==> src/rtl/ham_fix_pkg.sv <==
package ham_fix_pkg;
  localparam int CODE_W       = 24;
  localparam int SYN_W        = 32;
  localparam int IDX_W        = 9;
  localparam int BIT_W        = 3;
  localparam int DATA_W       = 8;
  localparam int WEIGHT_W     = $clog2(SYN_W + 1);
  localparam int FIX_WEIGHT   = 12;
  localparam int BADECC_WEIGHT = 1;
  localparam logic [SYN_W-1:0] ERASED_WORD = 32'h0FFF_0FFF;

  typedef enum logic [1:0] {
    ST_CLEAN   = 2'b00,
    ST_FIXED   = 2'b01,
    ST_BAD_ECC = 2'b10,
    ST_UNCORR  = 2'b11
  } fix_status_e;

  typedef enum logic [2:0] {
    F_IDLE, F_SYN, F_CLS, F_RD, F_WAIT
  } fix_state_e;

  // Byte2 is split: low nibble to 11:8, high nibble to 27:24.
  function automatic logic [SYN_W-1:0] expand_code(input logic [CODE_W-1:0] c);
    expand_code = {4'h0, c[23:20], c[15:8], 4'h0, c[19:16], c[7:0]};
  endfunction
endpackage

==> src/rtl/ham_syndrome.sv <==
module ham_syndrome
  import ham_fix_pkg::*;
(
  input  logic              clk,
  input  logic              rst_n,
  input  logic              load,
  input  logic [CODE_W-1:0] stored_ecc,
  input  logic [CODE_W-1:0] calc_ecc,
  output logic [SYN_W-1:0]  syn_q,
  output logic              erased_q
);
  logic [SYN_W-1:0] stored_x, calc_x, syn_d;
  logic             erased_d;

  always_comb begin
    stored_x = expand_code(stored_ecc);
    calc_x   = expand_code(calc_ecc);
    syn_d    = stored_x ^ calc_x;
    erased_d = (stored_x == ERASED_WORD) && (calc_x == '0);
  end

  always_ff @(posedge clk or negedge rst_n) begin
    if (!rst_n) begin
      syn_q    <= '0;
      erased_q <= 1'b0;
    end else if (load) begin
      syn_q    <= syn_d;
      erased_q <= erased_d;
    end
  end
endmodule

==> src/rtl/ham_popcnt.sv <==
module ham_popcnt #(
  parameter int W    = 32,
  parameter int LANE = 8
) (
  input  logic                   clk,
  input  logic                   rst_n,
  input  logic                   en,
  input  logic [W-1:0]           vec,
  output logic [$clog2(W+1)-1:0] total
);
  localparam int NL = W / LANE;
  localparam int PW = $clog2(LANE + 1);
  localparam int TW = $clog2(W + 1);

  logic [NL*PW-1:0] part_w;

  for (genvar g = 0; g < NL; g++) begin : g_lane
    logic [PW-1:0] lane_d, lane_q;
    always_comb begin
      lane_d = '0;
      for (int b = 0; b < LANE; b++) lane_d = lane_d + PW'(vec[g*LANE+b]);
    end
    always_ff @(posedge clk or negedge rst_n) begin
      if (!rst_n)  lane_q <= '0;
      else if (en) lane_q <= lane_d;
    end
    assign part_w[g*PW +: PW] = lane_q;
  end

  always_comb begin
    total = '0;
    for (int g = 0; g < NL; g++) total = total + TW'(part_w[g*PW +: PW]);
  end
endmodule

==> src/rtl/ham_fix_ctrl.sv <==
module ham_fix_ctrl
  import ham_fix_pkg::*;
(
  input  logic                clk,
  input  logic                rst_n,
  input  logic                start,
  input  logic [SYN_W-1:0]    syn,
  input  logic                erased,
  input  logic [WEIGHT_W-1:0] weight,
  input  logic                buf_rd_valid,
  input  logic [DATA_W-1:0]   buf_rd_data,
  output logic                syn_load,
  output logic                cnt_en,
  output logic                buf_rd_en,
  output logic [IDX_W-1:0]    buf_addr,
  output logic                buf_wr_en,
  output logic [DATA_W-1:0]   buf_wr_data,
  output logic                done,
  output logic [1:0]          status,
  output logic [IDX_W-1:0]    err_byte,
  output logic [BIT_W-1:0]    err_bit
);
  fix_state_e  state_q, state_d;
  fix_status_e status_q, status_d, kind;
  logic        done_q, done_d;
  logic [IDX_W-1:0] byte_q, byte_d;
  logic [BIT_W-1:0] bit_q, bit_d;

  always_comb begin
    if (syn == '0)                           kind = ST_CLEAN;
    else if (weight == WEIGHT_W'(FIX_WEIGHT))    kind = ST_FIXED;
    else if (weight == WEIGHT_W'(BADECC_WEIGHT)) kind = ST_BAD_ECC;
    else if (erased)                         kind = ST_CLEAN;
    else                                     kind = ST_UNCORR;
  end

  always_comb begin
    state_d  = state_q;
    status_d = status_q;
    done_d   = 1'b0;
    byte_d   = byte_q;
    bit_d    = bit_q;
    case (state_q)
      F_IDLE: if (start) state_d = F_SYN;
      F_SYN:  state_d = F_CLS;
      F_CLS: begin
        if (kind == ST_FIXED) begin
          byte_d  = syn[27:19];
          bit_d   = syn[18:16];
          state_d = F_RD;
        end else begin
          byte_d   = '0;
          bit_d    = '0;
          status_d = kind;
          done_d   = 1'b1;
          state_d  = F_IDLE;
        end
      end
      F_RD:   state_d = F_WAIT;
      F_WAIT: if (buf_rd_valid) begin
        status_d = ST_FIXED;
        done_d   = 1'b1;
        state_d  = F_IDLE;
      end
      default: state_d = F_IDLE;
    endcase
  end

  always_ff @(posedge clk or negedge rst_n) begin
    if (!rst_n) begin
      state_q  <= F_IDLE;
      status_q <= ST_CLEAN;
      done_q   <= 1'b0;
      byte_q   <= '0;
      bit_q    <= '0;
    end else begin
      state_q  <= state_d;
      status_q <= status_d;
      done_q   <= done_d;
      byte_q   <= byte_d;
      bit_q    <= bit_d;
    end
  end

  assign syn_load    = start && (state_q == F_IDLE);
  assign cnt_en      = (state_q == F_SYN);
  assign buf_rd_en   = (state_q == F_RD);
  assign buf_wr_en   = (state_q == F_WAIT) && buf_rd_valid;
  assign buf_addr    = byte_q;
  assign buf_wr_data = buf_rd_data ^ (DATA_W'(1) << bit_q);
  assign done        = done_q;
  assign status      = status_q;
  assign err_byte    = byte_q;
  assign err_bit     = bit_q;

  // the write carries returned read data and never overlaps a read
  assert_wr_after_rd_R4: assert property (@(posedge clk) disable iff (!rst_n)
    buf_wr_en |-> buf_rd_valid);
  assert_single_access_R4: assert property (@(posedge clk) disable iff (!rst_n)
    !(buf_rd_en && buf_wr_en));
  // a write is followed by a corrected report
  assert_wr_reports_fix_R3: assert property (@(posedge clk) disable iff (!rst_n)
    buf_wr_en |=> (done && status == ST_FIXED));
  // done is a single-cycle pulse and status moves only with it
  assert_done_pulse_R8: assert property (@(posedge clk) disable iff (!rst_n)
    done |=> !done);
  assert_status_hold_R8: assert property (@(posedge clk) disable iff (!rst_n)
    !$stable(status) |-> done);
  // a busy start does not restart the pipeline
  assert_busy_ignore_R9: assert property (@(posedge clk) disable iff (!rst_n)
    (start && state_q != F_IDLE) |=> (state_q != F_SYN));
endmodule

==> src/rtl/nand_ham_fix.sv <==
module nand_ham_fix
  import ham_fix_pkg::*;
(
  input  logic              clk,
  input  logic              rst_n,
  input  logic              start,
  input  logic [CODE_W-1:0] stored_ecc,
  input  logic [CODE_W-1:0] calc_ecc,
  input  logic              buf_rd_valid,
  input  logic [DATA_W-1:0] buf_rd_data,
  output logic              buf_rd_en,
  output logic [IDX_W-1:0]  buf_addr,
  output logic              buf_wr_en,
  output logic [DATA_W-1:0] buf_wr_data,
  output logic              done,
  output logic [1:0]        status,
  output logic [IDX_W-1:0]  err_byte,
  output logic [BIT_W-1:0]  err_bit
);
  logic [SYN_W-1:0]    syn;
  logic                erased, syn_load, cnt_en;
  logic [WEIGHT_W-1:0] weight;

  ham_syndrome u_syn (
    .clk(clk), .rst_n(rst_n), .load(syn_load),
    .stored_ecc(stored_ecc), .calc_ecc(calc_ecc),
    .syn_q(syn), .erased_q(erased)
  );

  ham_popcnt #(.W(SYN_W), .LANE(8)) u_cnt (
    .clk(clk), .rst_n(rst_n), .en(cnt_en), .vec(syn), .total(weight)
  );

  ham_fix_ctrl u_ctrl (
    .clk(clk), .rst_n(rst_n), .start(start),
    .syn(syn), .erased(erased), .weight(weight),
    .buf_rd_valid(buf_rd_valid), .buf_rd_data(buf_rd_data),
    .syn_load(syn_load), .cnt_en(cnt_en),
    .buf_rd_en(buf_rd_en), .buf_addr(buf_addr),
    .buf_wr_en(buf_wr_en), .buf_wr_data(buf_wr_data),
    .done(done), .status(status), .err_byte(err_byte), .err_bit(err_bit)
  );
endmodule

==> config.mk <==
export PLATFORM = sky130hd
export DESIGN_NAME = nand_ham_fix
export DESIGN_NICKNAME = d
export VERILOG_FILES = /design/src/rtl/ham_fix_pkg.sv /design/src/rtl/ham_syndrome.sv /design/src/rtl/ham_popcnt.sv /design/src/rtl/ham_fix_ctrl.sv /design/src/rtl/nand_ham_fix.sv
export SDC_FILE = /design/constraint.sdc
export NUM_CORES = 1
export LEC_CHECK = 0
export ABC_AREA = 1
export BUFFER_PORTS_ARGS = -buffer_cell sky130_fd_sc_hd__buf_2
export CAP_MARGIN = 20
export CORE_MARGIN = 3
export CORE_UTILIZATION = 37
export DETAILED_ROUTE_END_ITERATION = 12
export SYNTH_ARGS = -nofsm -noshare
export SYNTH_HDL_FRONTEND = slang
export SYNTH_SLANG_ARGS = --single-unit
export TNS_END_PERCENT = 50
==> constraint.sdc <==
create_clock -name clk -period 5.5 [get_ports clk]
set_input_delay 1.1 -clock clk [delete_from_list [all_inputs] [get_ports clk]]
set_output_delay 1.1 -clock clk [all_outputs]
set_load 0.02 [all_outputs]
# Word-level counts from Yosys, hierarchy flattened
# Cells that the tools add are included.
# classes
mux	16
eq_ne	11
reduce_logical	9
bitwise	2
shift	1
n_addsub	31
# ops
operator	n
adder 4 x 1 -> 4 bit	24
logical NOT 32 bit	1
XOR 28 bit	1
== test 24 bit, second input constant	1
logical NOT 24 bit	1
one-hot mux 3 bit (5 select lines)	1
2-to-1 mux 2 bit	7
adder 6 x 4 -> 6 bit	2
2-to-1 mux 3 bit	3
2-to-1 mux 9 bit	1
adder 1 x 1 -> 2 bit	4
<< shifter 1 x 3 -> 8 bit, first input constant	1
XOR 8 bit	1
== test 3 x 2 -> 1 bit, second input constant	2
== test 6 x 1 -> 1 bit, second input constant	1
== test 6 x 4 -> 1 bit, second input constant	1
inequality test 2 bit, second input constant	3
adder 4 x 4 -> 5 bit	1
one-hot mux 2 bit (2 select lines)	1
== test 3 x 1 -> 1 bit, second input constant	1
== test 3 bit, second input constant	1
logical AND 1 bit	3
logical NOT 3 bit	1
AND reduction 3 bit	1
other kinds (5)	6
# totals
ff_bits	67
out_inout_bits	34
wordCells	81
in_bits	60

# Depth between registers and ports, before layout
# Gate-level depths: netlist of the first run.
# logic_depth
word_depth	10
depth_mapped	17
depth_no_buf	17

# Cells and area by module
# Synthesis of the first run repeated with hierarchy kept, for this count alone.
# unflattened
hier_cells	570
area_unflattened_um2	4322.9
# modules_own_cells
mod	instances	area_per_inst_um2	cells_per_inst	seq_area_each_um2
ham_popcnt	1	1706.6	199	400.4
ham_syndrome	1	1395.1	196	625.6
ham_fix_ctrl	1	1221.2	175	450.4

# Least setup slack after synthesis of the first run
# Ideal clock, no wire load.
# synth_path
path_kind	register to register
start	reg u_cnt.g_lane[3].lane_q[1]
end	reg u_ctrl.status_q[0], in the netlist u_ctrl.status[0]
path_buffers	1
synth_period_minus_slack_ps	3042
setup_time_ps	118
required_time_ps	5382
t_arrival_ps	2925
path_slack_ps	2458
stages_incl_launch_ff	18
path_cell_list	dfrtp_1 inv_1 fa_1 inv_1 fa_1 ha_1 fa_1 nand2_1 inv_1 nor2_2 nand2_1 nor2_2 nand3_2 nand2_1 nand4_4 buf_6 nand3_1 nand2_1
# synth_via
elab_chain_len	8
elab_cells_between_ends	11
cone_classes	add/sub (1); eq/ne (4); mux (5); reduce/logical (1)
# synth_rtl
element	line	rtl
start: declaration	ham_popcnt.sv:18	logic [PW-1:0] lane_d, lane_q;
start signal: assignment	ham_popcnt.sv:25	else if (en) lane_q <= lane_d;
adder 6 x 4 -> 6 bit (*)	ham_popcnt.sv:32	for (int g = 0; g < NL; g++) total = total + TW'(part_w[g*PW +: PW]);
== test 6 x 1 -> 1 bit	ham_fix_ctrl.sv:32	else if (weight == WEIGHT_W'(BADECC_WEIGHT)) kind = ST_BAD_ECC;
2-to-1 mux 2 bit	ham_fix_ctrl.sv:32	
2-to-1 mux 2 bit (*)	ham_fix_ctrl.sv:31	else if (weight == WEIGHT_W'(FIX_WEIGHT)) kind = ST_FIXED;
2-to-1 mux 2 bit (*)	ham_fix_ctrl.sv:30	if (syn == '0) kind = ST_CLEAN;
== test 2 x 1 -> 1 bit	ham_fix_ctrl.sv:47	if (kind == ST_FIXED) begin
inequality test 2 bit (no line)	--	
AND reduction 3 bit (no line)	--	
end signal: assignment	ham_fix_ctrl.sv:78	status_q <= status_d;
end: declaration	ham_fix_ctrl.sv:24	fix_status_e status_q, status_d, kind;
# Every way passes the cells marked *; elsewhere a longest branch is shown, timed or not. The select of a mux whose other input is x is not followed.
# A chain may end at the register's enable or synchronous reset.

# Worst setup path in the final report of the first run
# layout_path
start	reg u_cnt.g_lane[2].lane_q[1]
end	reg u_ctrl.bit_q[0], in the netlist u_ctrl.err_bit[0]
# layout_via
elab_chain_len	8
elab_cells_between_ends	9
cone_classes	add/sub (2); eq/ne (3); mux (4)
# layout_rtl
element	line	rtl
start: declaration	ham_popcnt.sv:18	
start signal: assignment	ham_popcnt.sv:25	
adder 6 x 4 -> 6 bit (*) (2 in series)	ham_popcnt.sv:32	
== test 6 x 1 -> 1 bit	ham_fix_ctrl.sv:32	
2-to-1 mux 2 bit	ham_fix_ctrl.sv:32	
2-to-1 mux 2 bit (*)	ham_fix_ctrl.sv:31	
2-to-1 mux 2 bit (*)	ham_fix_ctrl.sv:30	
== test 2 x 1 -> 1 bit (*)	ham_fix_ctrl.sv:47	
2-to-1 mux 3 bit (*)	ham_fix_ctrl.sv:47	
end signal: assignment	ham_fix_ctrl.sv:81	bit_q <= bit_d;
end: declaration	ham_fix_ctrl.sv:27	logic [BIT_W-1:0] bit_q, bit_d;
# Every way passes the cells marked *; elsewhere a longest branch is shown, timed or not.

==> flow_summary.yaml, run 1 <==
sta:
  fmax_ghz: 0.3038
  final.setup.tns_ns: 0
  setup_viol: 0
  final-hold-violation-count: 0
  relSlewSlack_pct: 36.94
  slew_violations: 0
  fin_crit_sh_pct: 59.85
  tightest_slew_ns: 0.9407
  rsz0062_at_grt: "no"
  fin_crit_ns: 3.292
  finClkSkew_ns: 0.007940
logic_synthesis:
  synth_seq_cells: 57
  synthTopCellsByCount: "78 x nand2_1, 71 x inv_1, 57 x dfrtp_1"
  yosysTopAreaCell: "dfrtp_1"
  syn_nets: 521
  synth_area_um2: 3661
  synth.distinct_cells: 26
  avgSynthCellArea_um2: 8.594
  muxShareOfSynthArea_pct: 0
  synth_edf_count: 0
  synth_fa_ha_area_share_pct: 15.45
  synth_xor_area_share_pct: 7.177
  async_flop_share_pct: 100.0
  synth_area_leaders: "dfrtp_1 39%, fa_1 9.3%, nand2_1 8.0%"
  yosysWarnings: 0
  synth_top_cell_area_share_pct: 38.96
  synth.most_common_cell: "nand2_1"
  synthFlopType: "dfrtp_1"
  synth_top_family_by_area: "simple AND/OR/NAND/NOR gates"
  ys_seq_area_share_pct: 38.96
  syn_inst: 426
  synth_simple_gate_area_share_pct: 19.75
  synth-compound-area-share_pct: 8.510
run_status:
  outcome: "finished clean"
power:
  switchingPower_w: 0.001308
  combPwrFrac_pct: 58.0
  clockPowerShare_pct: 15.9
  p_leak_nw: 2.278
  sw_frac_of_total_pct: 46.22
  power.total_w: 0.002829
  ir_drop_uv: 198.8
  power_frac_seq_pct: 26.1
  intPower_w: 0.001521
  powerDensity_nw_per_um2: 639.0
global_routing:
  grt_max_degree: 58
  grt_pass1_vias: 2981
  grt_pass1_wl_mm: 13.81
  track_usage_pct: 15.37
  grt_overflow: 0
  antenna_found_initial: 0
die:
  die_w_um: 105.5
  die_h_um: 105.5
  io_pins: 94
  rows: 35
  initial_core_util_pct: 38.88
  core_region_area_um2: 9415
  die-area_um2: 11120
clock_tree:
  cts.sinks: 57
  postCtsSetupRepairBufs: 0
  cts_resized: 0
  htree_num_levels: 3
  cts_buffers: 9
  cts_tree: "yes"
  cts_root_buffer: "clkbuf_8"
  ctsHoldBuffers: 0
  cts.clk_slew.worst_paths_ns: 0.07
  cts_buffer_depth: 2
  clkLatencyLatePin_ns: 0.33
critical_path:
  worstReg2RegEnd: "u_ctrl.err_bit[0]"
  endpoint: "u_ctrl.err_bit[0]"
  worst-path-max-fanout: 16
  rrSetupSlack_ns: 2.21
  worstReg2RegStart: "u_cnt.g_lane[2].lane_q[1]"
  worstSetupPathType: "flip-flop to flip-flop"
  slowest_delay_ns: 0.50
  start_kind: "flip-flop"
  startpoint: "u_cnt.g_lane[2].lane_q[1]"
  worstRegToRegCells: 15
  crit_required_ns: 5.75
  crit_arrival_ns: 3.54
  worstPathCellList: "inv_1 -> fa_1 -> inv_1 -> fa_1 -> ha_1 -> fa_1 -> nand2_1 -> inv_1 -> nor2_2 -> nand2_1 -> nor2_2 -> nand3_2 -> nand2_1 -> nand4_4 -> o21ai_0"
  crit_slowest_cell: "fa_1"
  critPathCaptureType: "flip-flop"
routing:
  drtIter0Drc: 112
  vias: 2998
  dr.pass1.iters: 4
  ant_nets: 0
  routedWlPerCell_um: 12.50
  vias_per_cell: 4.619
  route.detailed.drc: 0
  wl_mm: 8.111
cells_and_area:
  num-nets-final: 610
  area_growth_pct: 20.92
  drive_gt1_share_pct: 24.04
  antenna_cells: 0
placement:
  io_buffers: 93
  gp_congestion: 0.8728
  detailed_place_hpwl_mm: 6.510
hold_path:
  holdPathStages: 2
  min_path_type: "flip-flop to flip-flop"
run:
  drv_cap: 0
[kinds of logic (layout without fill, tap and decap cells)]
logic type | after synthesis | count (layout)
AOI/OAI and AO/OA | 57 | 57
xor gates and xnor gates | 30 | 30
adders and majority gates | 35 | 35
buffers and inverters | 88 | 182
DFF | 57 | 57
and+or+nand+nor | 159 | 159
[cell type report]
cell class | instances | area, um2
tap | 129 | 161.4
inverter | 71 | 266.5
timing repair buffer | 95 | 480.5
sequential | 57 | 1426
fill | 940 | 4989
clock inverter | 5 | 77.57
multi-input combinational | 281 | 1863
clock buffer | 11 | 151.4
[stage by stage]
| stage | hold WS, ns | util, % | std cells | setup WS [ns] | instance area [um2] |
|---|---|---|---|---|---|
| 2_1_floorplan | 0.4483 | - | 426 | 2.458 | 3661 |
| 3_3_place_gp | 0.4700 | 44.58 | 633 | 2.325 | 4198 |
| 3_5_place_dp | 0.4741 | 44.58 | 633 | 2.212 | 4198 |
| 4_1_cts | 0.4923 | 47.02 | 649 | 2.187 | 4427 |
| 5_1_grt | 0.5233 | 47.02 | 649 | 1.903 | 4427 |
| 6_report | 0.4835 | 47.02 | 649 | 2.208 | 4427 |
[routing by layer]
layer / routed length (um) / share of wire, % / global-route usage, % / vias up
li1: - / - / - / 1528
met2: 3794 / 47 / 24.50 / 84
met3: 418 / 5.2 / 3.980 / 8
met4: 99 / 1.2 / 3.561 / 0
met5: 0 / 0 / 0 / -
met1: 3797 / 47 / 21.01 / 1378
[worst min path at each step]
| stage | from | end | slack (ns) |
|---|---|---|---|
| after floorplan | u_cnt.g_lane[0].lane_q[0] | u_cnt.g_lane[0].lane_q[0] | 0.45 |
| after global placement | u_cnt.g_lane[2].lane_q[1] | u_cnt.g_lane[2].lane_q[1] | 0.47 |
| after detailed placement | u_syn.syn_q[22] | u_syn.syn_q[22] | 0.47 |
| after CTS | u_syn.syn_q[22] | u_syn.syn_q[22] | 0.49 |
| after global routing | u_ctrl.status[1] | u_ctrl.status[1] | 0.52 |
| final | u_syn.syn_q[22] | u_syn.syn_q[22] | 0.48 |
[critical path: cells and delay by family (launching register included)]
| kind | cells | cell delay (ns) |
|---|---|---|
| adder cells (fa/ha/maj) | 4 | 1.60 |
| AND/OR/NAND/NOR | 7 | 0.84 |
| flip-flops | 1 | 0.35 |
| AO/OA/AOI/OAI | 1 | 0.25 |
| buffers and inverters | 3 | 0.16 |
[cells in the final DEF, fill, tap and decap left out, drive strengths merged]
cell type and count:
ha 18, nor3 3, or2 2, nand3 26, fa 17, inv 71, nand4 14, nand2 79
nor2 28, o21ai 52, dfrtp 57, bufinv 2, a21oi 5, clkinv 2, clkinvlp 1, buf 95
clkbuf 11, xnor2 29, xor2 1, nor4 7
[power by group through the flow]
stage | Clock, W | Combinational, W | Sequential, W
final | 0.000449 | 0.00164 | 0.000740
after global routing | 0.000477 | 0.00191 | 0.000767
after CTS | 0.000458 | 0.00167 | 0.000741
after detailed placement | 0 | 0.00164 | 0.000748
after global placement | 0 | 0.00159 | 0.000740
after floorplan | 0 | 0.00122 | 0.000763
[sequential cells by signal (all words and copies together), names as in the netlist]
register,flops
u_syn.syn_q,24
u_cnt.g_lane.lane_q,14
u_ctrl.buf_addr,9
u_ctrl.err_bit,3
u_ctrl.state_q,3
u_ctrl.status,2
u_ctrl.done,1
u_syn.erased_q,1
No activity file was read; power rests on OpenSTA's default activity.
==> run 2, diff against run 1 <==
--- a/config.mk
+++ b/config.mk
@@ -5,7 +5,7 @@
 export SDC_FILE = /design/constraint.sdc
 export NUM_CORES = 1
 export LEC_CHECK = 0
-export ABC_AREA = 1
+export ABC_AREA = 0
 export BUFFER_PORTS_ARGS = -buffer_cell sky130_fd_sc_hd__buf_2
 export CAP_MARGIN = 20
 export CORE_MARGIN = 3
==> constraint.sdc (replaced) <==
create_clock -name clk -period 3.4 [get_ports clk]
set_input_delay 0.68 -clock clk [delete_from_list [all_inputs] [get_ports clk]]
set_output_delay 0.68 -clock clk [all_outputs]
set_load 0.02 [all_outputs]
==> run 2 against run 1 <==
Synthesized cell count shrank 13%. Fmax grew 2.4%. Via count shrank 6.3%. Sequential power grew 73%. Setup slack lost 2.0 ns. Hold slack lost 0.28 ns. Clock skew shrank 0.0022 ns. Clock-buffer cell count is the same. Flip-flop and latch count is the same. Core utilization is essentially flat. Critical endpoint is now u_ctrl.done. Largest power group unchanged. Highest routed layer unchanged.
==> flow_summary.yaml, run 2 <==
run_status:
  outcome: "finished clean"
clock_tree:
  cts_buffers: 9
  cts_tree: "yes"
  cts_buffer_depth: 2
  cts.sinks: 57
  cts.clk_slew.worst_paths_ns: 0.07
  cts_resized: 0
  ctsHoldBuffers: 0
  clkLatencyLatePin_ns: 0.33
  postCtsSetupRepairBufs: 0
  htree_num_levels: 3
  cts_root_buffer: "clkbuf_8"
logic_synthesis:
  async_flop_share_pct: 100.0
  synth.most_common_cell: "nand2_1"
  synth_area_leaders: "dfrtp_1 39%, fa_1 9.3%, ha_1 6.1%"
  avgSynthCellArea_um2: 9.918
  synthFlopType: "dfrtp_1"
  syn_nets: 465
  syn_inst: 370
  ys_seq_area_share_pct: 38.87
  synth.distinct_cells: 47
  synth_area_um2: 3670
  yosysWarnings: 0
  synthTopCellsByCount: "58 x nand2_1, 57 x dfrtp_1, 39 x inv_1"
  synth_top_cell_area_share_pct: 38.87
  yosysTopAreaCell: "dfrtp_1"
  synth_seq_cells: 57
  synth_edf_count: 0
sta:
  fin_crit_sh_pct: 94.53
  final-hold-violation-count: 0
  relSlewSlack_pct: 64.23
  finClkSkew_ns: 0.005695
  slew_violations: 0
  setup_viol: 0
  fmax_ghz: 0.3111
  tightest_slew_ns: 0.5317
  worst_slack_ns: 0.1861
  fin_crit_ns: 3.214
critical_path:
  crit_arrival_ns: 3.44
  start_kind: "flip-flop"
  critPathCaptureType: "flip-flop"
  worst-path-max-fanout: 15
  crit_required_ns: 3.63
  worstSetupPathType: "flip-flop to flip-flop"
cells_and_area:
  layout_commonest_cell: "buf_2"
  stdcell_area_um2: 4452
  nFillCells: 948
  layout_common_cells: "93 x buf_2, 58 x nand2_1, 57 x dfrtp_1, 39 x inv_1, 25 x o21ai_0"
  largest_reg_flops: 24
  num-nets-final: 550
  multi_input_area_um2: 1982
  regMostFlops: "u_syn.syn_q"
  layout.area.seq_um2: 1426
  antenna_cells: 0
  area_growth_pct: 21.31
  post-route-util_pct: 47.06
  drive_gt1_share_pct: 28.04
  final_cells: 589
global_routing:
  antenna_found_initial: 0
  grt_pass1_wl_mm: 13.66
  grt_pass1_vias: 2807
  grt_overflow: 0
  track_usage_pct: 15.56
  grt_max_degree: 51
die:
  io_pins: 94
  die_w_um: 105.6
  rows: 35
  die_h_um: 105.6
  core_region_area_um2: 9459
  die-area_um2: 11150
  initial_core_util_pct: 38.80
power:
  intPower_w: 0.002551
  power_frac_seq_pct: 26.7
  switchingPower_w: 0.002232
  power.total_w: 0.004784
  combPwrFrac_pct: 58.5
  ir_drop_uv: 329.0
  sw_frac_of_total_pct: 46.66
  p_leak_nw: 2.221
  clockPowerShare_pct: 14.8
  powerDensity_nw_per_um2: 1075
routing:
  vias: 2809
  routedWlPerCell_um: 14.03
  vias_per_cell: 4.769
  dr.pass1.iters: 4
  wl_mm: 8.263
  route.detailed.drc: 0
  drtIter0Drc: 75
  ant_nets: 0
placement:
  io_buffers: 93
  gp_congestion: 0.8208
  placed_cell_area_um2: 4187
  placed_cells: 572
  place_ws_ns: 0.1614
  detailed_place_hpwl_mm: 6.351
hold_path:
  min_path_type: "input port to asynchronous set/reset pin"
run:
  drv_cap: 0
[run 2: cell type report]
class	instances	share of cell area, %
clock buffer	11	3.176
clock inverter	5	1.771
inverter	39	3.288
multi-input combinational	250	44.52
sequential	57	32.04
tap	129	3.626
timing repair buffer	98	11.58
[run 2: logic make-up (layout without fill, tap and decap cells)]
group	Yosys count	in the layout	synth area share [%]
muxes	1	1	0.3068
buffers and inverters	63	153	8.046
and+or+nand+nor	121	121	17.63
AOI/OAI and AO/OA	59	59	11.63
DFF	57	57	38.87
xor gates and xnor gates	34	34	8.115
adders and majority gates	35	35	15.41
[run 2: worst paths after layout]
check | to | depth (start not counted) | slack (ns) | startpoint
setup / recovery | u_ctrl.done | 10 | 0.19 | u_cnt.g_lane[3].lane_q[1]
hold / removal | u_cnt.g_lane[3].lane_q[1] | 1 | 0.20 | rst_n
setup reg to reg | u_ctrl.done | 10 | 0.19 | u_cnt.g_lane[3].lane_q[1]
hold reg to reg | u_ctrl.buf_addr[0] | 2 | 0.50 | u_ctrl.buf_addr[0]
max in group asynchronous | u_syn.syn_q[23] | 2 | 2.73 | rst_n
min in group clk | u_ctrl.buf_addr[0] | 2 | 0.50 | u_ctrl.buf_addr[0]
[run 2: stage by stage]
stage | hold WS [ns] | TNS, ns
detailed placement | 0.4804 | 0
floorplan | 0.3844 | 0
global placement | 0.4762 | 0
global route | 0.1913 | -0.01791
finish | 0.2011 | 0
CTS | 0.5033 | 0
[run 2: per-layer routing]
layer / wire length (um) / up-vias / GRT usage, %
met5: 0 / - / 0
met4: 87 / 0 / 4.163
met3: 463 / 8 / 3.613
met2: 3757 / 80 / 24.27
met1: 3956 / 1328 / 21.84
li1: - / 1393 / -
[run 2: power groups by stage]
stage	combinational (W)	sequential, W	clock, W
after CTS	0.00277	0.00128	0.000725
after global placement	0.00269	0.00128	0
after detailed placement	0.00275	0.00129	0
after floorplan	0.00212	0.00127	0
final	0.00280	0.00128	0.000710
after global routing	0.00325	0.00132	0.000762
[run 2: critical path, cell delays in order, from the launching register on]
cell	delay, ns
dfrtp_1	0.32
inv_1	0.06
fa_1	0.53
inv_1	0.05
fa_1	0.45
ha_1	0.23
fa_1	0.46
nor4bb_2	0.36
o311a_4	0.30
nand2_8	0.13
a21o_1	0.21
